`src/rtl/wfifo_pkg.sv`:
```
package wfifo_pkg;
  localparam int WORD_W         = 32;
  localparam int UNIT_MAX       = WORD_W / 8;
  localparam int THR_W          = 3;
  localparam int CFG_TX_THR_LSB = 28;
  localparam int CFG_RX_THR_LSB = 24;
  localparam int CFG_SRST_BIT   = 16;
  localparam int CFG_FLUSH_BIT  = 9;
  localparam int CFG_UNIT4_BIT  = 5;
  localparam logic [WORD_W-1:0] CFG_MASK = 32'h7701_0220;

  localparam int ST_W        = 12;
  localparam int ST_RX_RDY   = 2;
  localparam int ST_TX_RDY   = 3;
  localparam int ST_RX_EMPTY = 4;
  localparam int ST_RX_FULL  = 5;
  localparam int ST_TX_EMPTY = 6;
  localparam int ST_TX_FULL  = 7;
  localparam int ST_RX_UDF   = 8;
  localparam int ST_RX_OVF   = 9;
  localparam int ST_TX_UDF   = 10;
  localparam int ST_TX_OVF   = 11;

  typedef struct packed {
    logic [THR_W-1:0] tx_thr;
    logic [THR_W-1:0] rx_thr;
    logic             srst;
    logic             flush;
    logic             unit4;
  } cfg_t;
endpackage

```
`src/rtl/wfifo_cfg.sv`:
```
module wfifo_cfg
  import wfifo_pkg::*;
(
  input  logic              clk,
  input  logic              rst_n,
  input  logic              we,
  input  logic [WORD_W-1:0] wdata,
  output cfg_t              cfg,
  output logic [WORD_W-1:0] rdata
);
  always_ff @(posedge clk or negedge rst_n) begin
    if (!rst_n) begin
      cfg <= '0;
    end else if (we) begin
      cfg.tx_thr <= wdata[CFG_TX_THR_LSB +: THR_W];
      cfg.rx_thr <= wdata[CFG_RX_THR_LSB +: THR_W];
      cfg.srst   <= wdata[CFG_SRST_BIT];
      cfg.flush  <= wdata[CFG_FLUSH_BIT];
      cfg.unit4  <= wdata[CFG_UNIT4_BIT];
    end else begin
      cfg.flush <= 1'b0;
    end
  end

  always_comb begin
    rdata = '0;
    rdata[CFG_TX_THR_LSB +: THR_W] = cfg.tx_thr;
    rdata[CFG_RX_THR_LSB +: THR_W] = cfg.rx_thr;
    rdata[CFG_SRST_BIT]            = cfg.srst;
    rdata[CFG_FLUSH_BIT]           = cfg.flush;
    rdata[CFG_UNIT4_BIT]           = cfg.unit4;
  end

  // flush bit drops by itself one clock after being set
  a_r11_flush_self_clear: assert property (@(posedge clk) disable iff (!rst_n)
    (cfg.flush && !we) |=> !cfg.flush);
endmodule

```
`src/rtl/wfifo_core.sv`:
```
module wfifo_core
  import wfifo_pkg::*;
#(
  parameter int DEPTH = 8,
  parameter bit IS_RX = 1'b0
) (
  input  logic              clk,
  input  logic              rst_n,
  input  logic              srst,
  input  logic              flush,
  input  logic              unit4,
  input  logic [THR_W-1:0]  thr,
  input  logic              in_valid,
  output logic              in_ready,
  input  logic [WORD_W-1:0] in_data,
  output logic              out_valid,
  input  logic              out_ready,
  output logic [WORD_W-1:0] out_data,
  input  logic              clr_ovf,
  input  logic              clr_udf,
  output logic              full,
  output logic              empty,
  output logic              level_ok,
  output logic              ovf,
  output logic              udf
);
  localparam int PW = $clog2(DEPTH);
  localparam int CW = $clog2(DEPTH + 1);

  logic [7:0]    mem [DEPTH];
  logic [PW-1:0] wr_ptr, rd_ptr;
  logic [CW-1:0] count;
  logic [CW-1:0] unit_c;
  logic [PW-1:0] unit_p;
  logic [PW-1:0] wr_idx [UNIT_MAX];
  logic [PW-1:0] rd_idx [UNIT_MAX];
  logic          hold, push_go, pop_go;

  assign unit_c = unit4 ? CW'(UNIT_MAX) : CW'(1);
  assign unit_p = unit4 ? PW'(UNIT_MAX) : PW'(1);

  always_comb begin
    full  = (int'(count) + int'(unit_c)) > DEPTH;
    empty = int'(count) < int'(unit_c);
  end

  generate
    if (IS_RX) begin : g_rx_level
      assign level_ok = int'(count) > int'(thr);
    end else begin : g_tx_level
      assign level_ok = int'(count) <= int'(thr);
    end
  endgenerate

  assign hold      = srst || flush;
  assign push_go   = in_valid && !full && !hold;
  assign pop_go    = out_ready && !empty && !hold;
  assign in_ready  = !full;
  assign out_valid = !empty;

  generate
    for (genvar gi = 0; gi < UNIT_MAX; gi++) begin : g_lane
      assign wr_idx[gi] = wr_ptr + PW'(gi);
      assign rd_idx[gi] = rd_ptr + PW'(gi);
      if (gi == 0) begin : g_first
        assign out_data[8*gi +: 8] = mem[rd_idx[gi]];
      end else begin : g_upper
        assign out_data[8*gi +: 8] = unit4 ? mem[rd_idx[gi]] : 8'h00;
      end
    end
  endgenerate

  always_ff @(posedge clk) begin
    for (int i = 0; i < UNIT_MAX; i++) begin
      if (push_go && (i == 0 || unit4)) mem[wr_idx[i]] <= in_data[8*i +: 8];
    end
  end

  always_ff @(posedge clk or negedge rst_n) begin
    if (!rst_n) begin
      wr_ptr <= '0;
      rd_ptr <= '0;
      count  <= '0;
    end else if (hold) begin
      wr_ptr <= '0;
      rd_ptr <= '0;
      count  <= '0;
    end else begin
      if (push_go) wr_ptr <= wr_ptr + unit_p;
      if (pop_go)  rd_ptr <= rd_ptr + unit_p;
      count <= count + (push_go ? unit_c : '0) - (pop_go ? unit_c : '0);
    end
  end

  always_ff @(posedge clk or negedge rst_n) begin
    if (!rst_n) begin
      ovf <= 1'b0;
      udf <= 1'b0;
    end else if (srst) begin
      ovf <= 1'b0;
      udf <= 1'b0;
    end else begin
      ovf <= (ovf && !clr_ovf) || (in_valid && full && !flush);
      udf <= (udf && !clr_udf) || (out_ready && empty && !flush);
    end
  end

  // occupancy never exceeds storage
  a_r4_bounded: assert property (@(posedge clk) disable iff (!rst_n)
    int'(count) <= DEPTH);
  // a push into a full FIFO is flagged and does not change occupancy
  a_r6_overflow_flag: assert property (@(posedge clk) disable iff (!rst_n)
    (in_valid && full && !hold) |=> ovf);
  a_r6_overflow_drop: assert property (@(posedge clk) disable iff (!rst_n)
    (in_valid && full && !out_ready && !hold) |=> $stable(count));
  // a pop from an empty FIFO is flagged
  a_r7_underflow_flag: assert property (@(posedge clk) disable iff (!rst_n)
    (out_ready && empty && !hold) |=> udf);
  // flush empties the FIFO
  a_r11_flush_empties: assert property (@(posedge clk) disable iff (!rst_n)
    flush |=> (count == '0));
  // soft reset clears storage and flags
  a_r12_srst_clears: assert property (@(posedge clk) disable iff (!rst_n)
    srst |=> (count == '0 && !ovf && !udf));
endmodule

```
`src/rtl/spi_word_fifo_pair.sv`:
```
module spi_word_fifo_pair
  import wfifo_pkg::*;
#(
  parameter int DEPTH = 8
) (
  input  logic              clk,
  input  logic              rst_n,
  input  logic              cfg_we,
  input  logic [WORD_W-1:0] cfg_wdata,
  output logic [WORD_W-1:0] cfg_rdata,
  input  logic [3:0]        err_clr,
  output logic [ST_W-1:0]   status,
  input  logic              bus_tx_valid,
  output logic              bus_tx_ready,
  input  logic [WORD_W-1:0] bus_tx_data,
  output logic              sh_tx_valid,
  input  logic              sh_tx_ready,
  output logic [WORD_W-1:0] sh_tx_data,
  input  logic              sh_rx_valid,
  output logic              sh_rx_ready,
  input  logic [WORD_W-1:0] sh_rx_data,
  output logic              bus_rx_valid,
  input  logic              bus_rx_ready,
  output logic [WORD_W-1:0] bus_rx_data
);
  cfg_t cfg;
  logic tx_full, tx_empty, tx_lvl, tx_ovf, tx_udf;
  logic rx_full, rx_empty, rx_lvl, rx_ovf, rx_udf;

  wfifo_cfg u_cfg (
    .clk(clk), .rst_n(rst_n), .we(cfg_we), .wdata(cfg_wdata),
    .cfg(cfg), .rdata(cfg_rdata)
  );

  wfifo_core #(.DEPTH(DEPTH), .IS_RX(1'b0)) u_tx (
    .clk(clk), .rst_n(rst_n), .srst(cfg.srst), .flush(cfg.flush),
    .unit4(cfg.unit4), .thr(cfg.tx_thr),
    .in_valid(bus_tx_valid), .in_ready(bus_tx_ready), .in_data(bus_tx_data),
    .out_valid(sh_tx_valid), .out_ready(sh_tx_ready), .out_data(sh_tx_data),
    .clr_ovf(err_clr[ST_TX_OVF-8]), .clr_udf(err_clr[ST_TX_UDF-8]),
    .full(tx_full), .empty(tx_empty), .level_ok(tx_lvl),
    .ovf(tx_ovf), .udf(tx_udf)
  );

  wfifo_core #(.DEPTH(DEPTH), .IS_RX(1'b1)) u_rx (
    .clk(clk), .rst_n(rst_n), .srst(cfg.srst), .flush(cfg.flush),
    .unit4(cfg.unit4), .thr(cfg.rx_thr),
    .in_valid(sh_rx_valid), .in_ready(sh_rx_ready), .in_data(sh_rx_data),
    .out_valid(bus_rx_valid), .out_ready(bus_rx_ready), .out_data(bus_rx_data),
    .clr_ovf(err_clr[ST_RX_OVF-8]), .clr_udf(err_clr[ST_RX_UDF-8]),
    .full(rx_full), .empty(rx_empty), .level_ok(rx_lvl),
    .ovf(rx_ovf), .udf(rx_udf)
  );

  always_comb begin
    status              = '0;
    status[ST_RX_RDY]   = rx_lvl;
    status[ST_TX_RDY]   = tx_lvl;
    status[ST_RX_EMPTY] = rx_empty;
    status[ST_RX_FULL]  = rx_full;
    status[ST_TX_EMPTY] = tx_empty;
    status[ST_TX_FULL]  = tx_full;
    status[ST_RX_UDF]   = rx_udf;
    status[ST_RX_OVF]   = rx_ovf;
    status[ST_TX_UDF]   = tx_udf;
    status[ST_TX_OVF]   = tx_ovf;
  end

  // a full FIFO never offers input ready
  a_r4_full_blocks: assert property (@(posedge clk) disable iff (!rst_n)
    !(status[ST_TX_FULL] && bus_tx_ready));
  // an empty FIFO never offers output valid
  a_r5_empty_blocks: assert property (@(posedge clk) disable iff (!rst_n)
    !(status[ST_RX_EMPTY] && bus_rx_valid));
endmodule

```
`config.mk`:
```
export PLATFORM = sky130hd
export DESIGN_NAME = spi_word_fifo_pair
export DESIGN_NICKNAME = d
export VERILOG_FILES = /design/src/rtl/wfifo_pkg.sv /design/src/rtl/wfifo_cfg.sv /design/src/rtl/wfifo_core.sv /design/src/rtl/spi_word_fifo_pair.sv
export SDC_FILE = /design/constraint.sdc
export NUM_CORES = 1
export LEC_CHECK = 0
export ABC_AREA = 1
export CORE_UTILIZATION = 32
export CTS_BUF_LIST = sky130_fd_sc_hd__clkbuf_8
export DETAILED_ROUTE_END_ITERATION = 10
export DONT_BUFFER_PORTS = 1
export GPL_TIMING_DRIVEN = 0
export PLACE_DENSITY = 0.51
export SLEW_MARGIN = 40
export SYNTH_ARGS = -nofsm -noshare
export SYNTH_HDL_FRONTEND = slang
export SYNTH_SLANG_ARGS = --single-unit
export TNS_END_PERCENT = 10
```
`constraint.sdc`:
```
create_clock -name clk -period 13.4 [get_ports clk]
set_input_delay 1.34 -clock clk [delete_from_list [all_inputs] [get_ports clk]]
set_output_delay 1.34 -clock clk [all_outputs]
set_load 0.02 [all_outputs]
```
After elaboration in Yosys (flattened, before gate mapping)
Memories as Yosys holds them, arrays and structs flattened.
Cells that the tools add are included.

word-level totals
  bits of input ports = 107
  memories = 2
  register bits after elaboration = 33
  output and inout port bits = 112
  bits in writable memories = 128
  word-level logic and storage cells = 121

operators by class
  multiplexer cells = 35
  reductions and logical operators = 41
  $add $sub $neg = 22
  $lt $le $gt $ge = 6

memory list
  memory    words  width  read ports  clocked after Yosys merged registers in  wr ports  line              source
  u_rx.mem  8      8      4           0                                        4         wfifo_core.sv:30  logic [7:0] mem [DEPTH];
  u_tx.mem  8      8      4           0                                        4         wfifo_core.sv:30

operators with widths
  cell                   number
  $gt A32 B5 Y1 const B  2
  $mux W8                6
  $mux W3                10
  $add A3 B2 Y3 const B  8
  $mux W4                6
  $logic_and A1 B1 Y1    22
  $mux W1                13
  $add A3 B1 Y3 const B  4
  $add A3 B3 Y3          4
  $add A4 B4 Y5          2
  $logic_not A1 Y1       10
  $add A4 B4 Y4          2
  $lt A4 B4 Y1           2
  $reduce_bool A2 Y1     4
  $sub A4 B4 Y4          2
  $logic_or A1 B1 Y1     5
  $gt A4 B3 Y1           1
  $le A4 B3 Y1           1

Logic depth before layout (Yosys ltp)
  word-level depth = 10
  gate-level depth with buffers = 22
  depth with buffers taken out = 17

Cells and area by module
A second synthesis with hierarchy kept.

unflattened totals
  cells, all modules = 2442
  area total of the unflattened synthesis = 16106.7 µm²

by module, submodules not included
  module              area an instance (µm²)  times used  sequential area each (µm²)  cells an instance
  wfifo_core (u_tx)   7726.2                  1           2222.1                      1175
  wfifo_core (u_rx)   7704.9                  1           2222.1                      1184
  wfifo_cfg           581.8                   1           225.2                       70
  spi_word_fifo_pair  93.8                    1           0.0                         13

Worst setup path after synthesis
No wires, ideal clock.

  kind = register to register
  from = register u_cfg.cfg[0] (netlist name)
  to = register u_tx.count[3]
  arrival time = 4.060 ns
  library setup time = 0.121 ns
  path buffers = 5
  required time = 13.279 ns
  slack = 9.218 ns
  clock period less this slack = 4.182 ns
  cell stages (with the launch flop) = 21
  cell sequence = dfrtp_1 buf_2 inv_2 buf_2 buf_1 ha_1 ha_1 nor2_1 nand2_1 nand3_2 nand4_4 nor2_4 buf_6 buf_2 inv_1 fa_1 inv_1 ha_1 a21oi_1 xor2_1 nor2_1

on the way
  word-level cells in the longest chain between the ends = 10
  elaborated cells between the ends (all ways) = 15
  classes of those cells = add/sub (3); order compare (2); mux (4); reduce/logical (6)

RTL lines
  item                               line              source
  $mux W3 (*)                        wfifo_core.sv:39  assign unit_c = unit4 ? CW'(UNIT_MAX) : CW'(1);
  $add A4 B4 Y5                      wfifo_core.sv:43  full = (int'(count) + int'(unit_c)) > DEPTH;
  $gt A32 B5 Y1                      wfifo_core.sv:43
  $logic_not A1 Y1                   wfifo_core.sv:56  assign push_go = in_valid && !full && !hold;
  $logic_and A1 B1 Y1 (2 in series)  wfifo_core.sv:56
  $mux W4                            wfifo_core.sv:91  count <= count + (push_go ? unit_c : '0) - (pop_go ? unit_c : '0);
  $add A4 B4 Y4                      wfifo_core.sv:91
  $sub A4 B4 Y4 (*)                  wfifo_core.sv:91
  $mux W4 (*)                        wfifo_core.sv:84  end else if (hold) begin
  to (signal assigned)               wfifo_core.sv:91
  to (decl)                          wfifo_core.sv:32  logic [CW-1:0] count;

Mark *: on every way between the ends. The rest lies on a longest branch, timed or not.
A chain may end at the register's enable or synchronous reset.

Worst setup path in the final report
  from = register u_cfg.cfg[0] (netlist name)
  to = register u_rx.count[3]

on the way
  word-level cells in the longest chain between the ends = 10
  elaborated cells between the ends (all ways) = 15
  classes of those cells = add/sub (3); order compare (2); mux (4); reduce/logical (6)

RTL lines
  item                               line
  $mux W3 (*)                        wfifo_core.sv:39
  $add A4 B4 Y5                      wfifo_core.sv:43
  $gt A32 B5 Y1                      wfifo_core.sv:43
  $logic_not A1 Y1                   wfifo_core.sv:56
  $logic_and A1 B1 Y1 (2 in series)  wfifo_core.sv:56
  $mux W4                            wfifo_core.sv:91
  $add A4 B4 Y4                      wfifo_core.sv:91
  $sub A4 B4 Y4 (*)                  wfifo_core.sv:91
  $mux W4 (*)                        wfifo_core.sv:84
  to (signal assigned)               wfifo_core.sv:91
  to (decl)                          wfifo_core.sv:32

Marked as above.

==> insert_results.sql <==
INSERT INTO impl_metrics (metric_group, metric, value, unit) VALUES
('placement', 'buffer_ports.inserted', '0', ''),
('logic_synthesis', 'synth.ff_latch_count', '161', ''),
('timing', 'tightest_slew', '0.927', 'ns'),
('drt', 'route.antenna.remaining_nets', '0', ''),
('setup_path', 'worst_path_max_delay_cell', 'sky130_fd_sc_hd__fa_1', ''),
('logic_synthesis', 'synth_cell_type_count', '49', ''),
('cts', 'clk_transition_reported_paths', '0.11', 'ns'),
('timing', 'finalCriticalPeriod', '5.17', 'ns'),
('layout', 'final_cell_count_no_fill', '3091', ''),
('cts', 'post_cts.repair.setup_buffers', '0', ''),
('power_and_ir_drop', 'static-leakage-power', '7.69', 'nW'),
('timing', 'clock.fmax', '193', 'MHz'),
('setup_path', 'critical-path-max-stage-delay', '0.49', 'ns'),
('cts', 'insertion_delay', '0.56', 'ns'),
('layout', 'drive_above_1_share', '0.0756', ''),
('drt', 'routed_via_density', '5.72', ''),
('logic_synthesis', 'post-synth-top-area-cell', 'sky130_fd_sc_hd__edfxtp_1', ''),
('global_route', 'antenna_found_initial', '5', ''),
('setup_path', 'cp_num_cells', '21', ''),
('placement', 'place_congestion', '0.943', ''),
('floorplanning', 'fp.coreArea', '0.0480', 'mm²'),
('logic_synthesis', 'dominantRegCellSynth', 'sky130_fd_sc_hd__edfxtp_1', ''),
('cts', 'post_cts_resize_count', '0', ''),
('global_route', 'grt_start_max_net_pins', '34', ''),
('logic_synthesis', 'yosysTopAreaCellShare', '0.245', ''),
('logic_synthesis', 'netlist_top_cells_count', 'sky130_fd_sc_hd__nand2_1, sky130_fd_sc_hd__nand3_1, sky130_fd_sc_hd__inv_1', ''),
('drt', 'dr.first_iter.drc_count', '2334', ''),
('timing', 'clock_skews', '0.0312', 'ns'),
('outcome', 'outcome', 'complete, no violations', ''),
('floorplanning', 'floorplan_row_count', '80', ''),
('global_route', 'via_count_of_the_first_global_routing_pass', '15700', ''),
('setup_path', 'r2r-end', 'u_rx.count[3]', ''),
('cts', 'tritoncts.num_buffers', '17', ''),
('drt', 'route.layer.met1.wl', '32300', 'µm'),
('timing', 'final_hold_viol_count', '0', ''),
('logic_synthesis', 'syn_area_per_cell', '6.49', 'µm²'),
('layout', 'final_core_util', '0.355', ''),
('drt', 'wl_met2', '31100', 'µm'),
('setup_path', 'startpoint', 'u_cfg.cfg[0]', ''),
('timing', 'slew_headroom', '0.382', ''),
('drt', 'dr_total_vias', '17700', ''),
('drt', 'drt_wl_total', '74500', 'µm'),
('timing', 'grt_setup_unrepaired', 'false', ''),
('setup_path', 'critical_path.endpoint_type', 'flip-flop', ''),
('setup_path', 'worstPathBufferInverterCount', '9', ''),
('drt', 'firstDrtPassIters', '6', ''),
('min_path', 'min-delay-path-class', 'in -> async', ''),
('setup_path', 'timing.reg2reg.setup_slack', '8.23', 'ns'),
('drt', 'dr.max_layer_used', 'met5', ''),
('setup_path', 'critical_path.endpoint', 'u_rx.count[3]', ''),
('setup_path', 'crit_path_max_fanout', '14', ''),
('setup_path', 'worst-setup-path-type', 'reg -> reg', ''),
('logic_synthesis', 'share_of_flip_flops_with_an_asynchronous_set_or_reset_after_synthesis', '0.205', ''),
('setup_path', 'worst-endpoint-required', '13.83', 'ns'),
('logic_synthesis', 'post_synth_inst_count', '2418', ''),
('cts', 'tritoncts', 'yes', ''),
('timing', 'setup-violations-final', '0', ''),
('placement', 'numPlacedInstances', '3058', ''),
('timing', 'tns', '0', 'ns'),
('power_and_ir_drop', 'fin_total_pwr', '2.01', 'mW'),
('floorplanning', 'io_pins', '219', ''),
('logic_synthesis', 'ys.warnings.count', '0', ''),
('floorplanning', 'die-area', '0.0499', 'mm²'),
('logic_synthesis', 'yosys.cell_count.top_type', 'sky130_fd_sc_hd__nand2_1', ''),
('floorplanning', 'initial_core_utilization', '0.327', ''),
('setup_path', 'timing.critical_path.from_type', 'flip-flop', ''),
('global_route', 'grt_first_pass_wirelength', '107000', 'µm'),
('logic_synthesis', 'synth.yosys.seq_area_share', '0.297', ''),
('setup_path', 'worstRegToRegCells', '21', ''),
('global_route', 'grt_usage', '0.293', ''),
('floorplanning', 'die_width', '223', 'µm');
==> placed cells by master (no fill, tap or decap), types with 17 or more instances in the layout <==
| cell | netlist | layout |
|---|---|---|
| sky130_fd_sc_hd__buf_2 | 28 | 29 |
| sky130_fd_sc_hd__clkbuf_1 | 86 | 85 |
| sky130_fd_sc_hd__conb_1 | 1 | 25 |
| sky130_fd_sc_hd__o211ai_1 | 22 | 22 |
| sky130_fd_sc_hd__nand4_1 | 58 | 58 |
| sky130_fd_sc_hd__nand2_1 | 631 | 631 |
| sky130_fd_sc_hd__a21oi_1 | 180 | 180 |
| sky130_fd_sc_hd__mux2i_1 | 27 | 27 |
| sky130_fd_sc_hd__ha_1 | 40 | 40 |
| sky130_fd_sc_hd__clkbuf_8 | 0 | 17 |
| sky130_fd_sc_hd__dfrtp_1 | 33 | 33 |
| sky130_fd_sc_hd__buf_4 | 45 | 45 |
| sky130_fd_sc_hd__inv_1 | 261 | 262 |
| sky130_fd_sc_hd__nand3_1 | 391 | 391 |
| sky130_fd_sc_hd__o21ai_0 | 106 | 106 |
| sky130_fd_sc_hd__nor2_1 | 198 | 196 |
| sky130_fd_sc_hd__edfxtp_1 | 128 | 128 |
==> final cells by class <==
type                    count  area [µm²]
flip-flops and latches    161        4670
clock buffers              17         234
inverters                 266         998
diodes                      1        2.50
fillers                  5271       31000
plain buffers             194         983
clock inverters            15         183
repair buffers              1        27.5
well taps                 615         769
multi-input cells        1821        9180
==> metrics by stage <==
step,cell area [µm²],setup WS [ns]
floorplan,15800,9.22
global placement,16600,7.35
detailed placement,16600,8.24
CTS,17000,8.23
global route,17000,8.00
finish,17000,8.23
==> layer usage <==
layer  GRT usage  vias to the layer above
met1       0.404                     8371
met3       0.103                      130
li1            -                     8109
met2       0.422                     1068
met4      0.0968                        2
met5           0                        -
==> flip-flops by register name, indices dropped and copies added, names as in the netlist <==
signal / flops
u_cfg.cfg: 9
u_tx.wr_ptr: 3
u_tx.ovf: 1
u_tx.mem: 64
u_rx.mem: 64
u_tx.rd_ptr: 3
u_rx.wr_ptr: 3
u_rx.count: 4
u_rx.rd_ptr: 3
u_rx.ovf: 1
u_tx.count: 4
u_tx.udf: 1
u_rx.udf: 1
==> cells by family (layout without fill, tap and decap cells) <==
kind of cell	Yosys count	in the layout	share of synthesized area
DFF	161	161	0.297
other	1	26	0.000239
muxes	30	30	0.0194
buffers and inverters	460	493	0.126
and+or+nand+nor	1337	1337	0.378
xor gates and xnor gates	13	13	0.00773
AOI/OAI and AO/OA	372	372	0.134
adders and majority gates	44	44	0.0370
==> where the power goes <==
group | leakage (nW) | switching, mW | internal, mW
logic | 5.89 | 0.734 | 0.259
registers | 1.60 | 0.0366 | 0.587
clock network | 0.207 | 0.209 | 0.186
==> worst min path at each step <==
stage | start | to | slack, ns | cells past startpoint
floorplan | u_rx.ovf | u_rx.ovf | 0.46 | 1
global placement | u_tx.ovf | u_tx.ovf | 0.48 | 1
detailed placement | u_rx.ovf | u_rx.ovf | 0.48 | 1
CTS | rst_n | u_tx.wr_ptr[2] | 0.43 | 0
global route | rst_n | u_rx.wr_ptr[2] | 0.45 | 0
finish | rst_n | u_tx.wr_ptr[0] | 0.47 | 0
(Power assumes the default switching activity.)
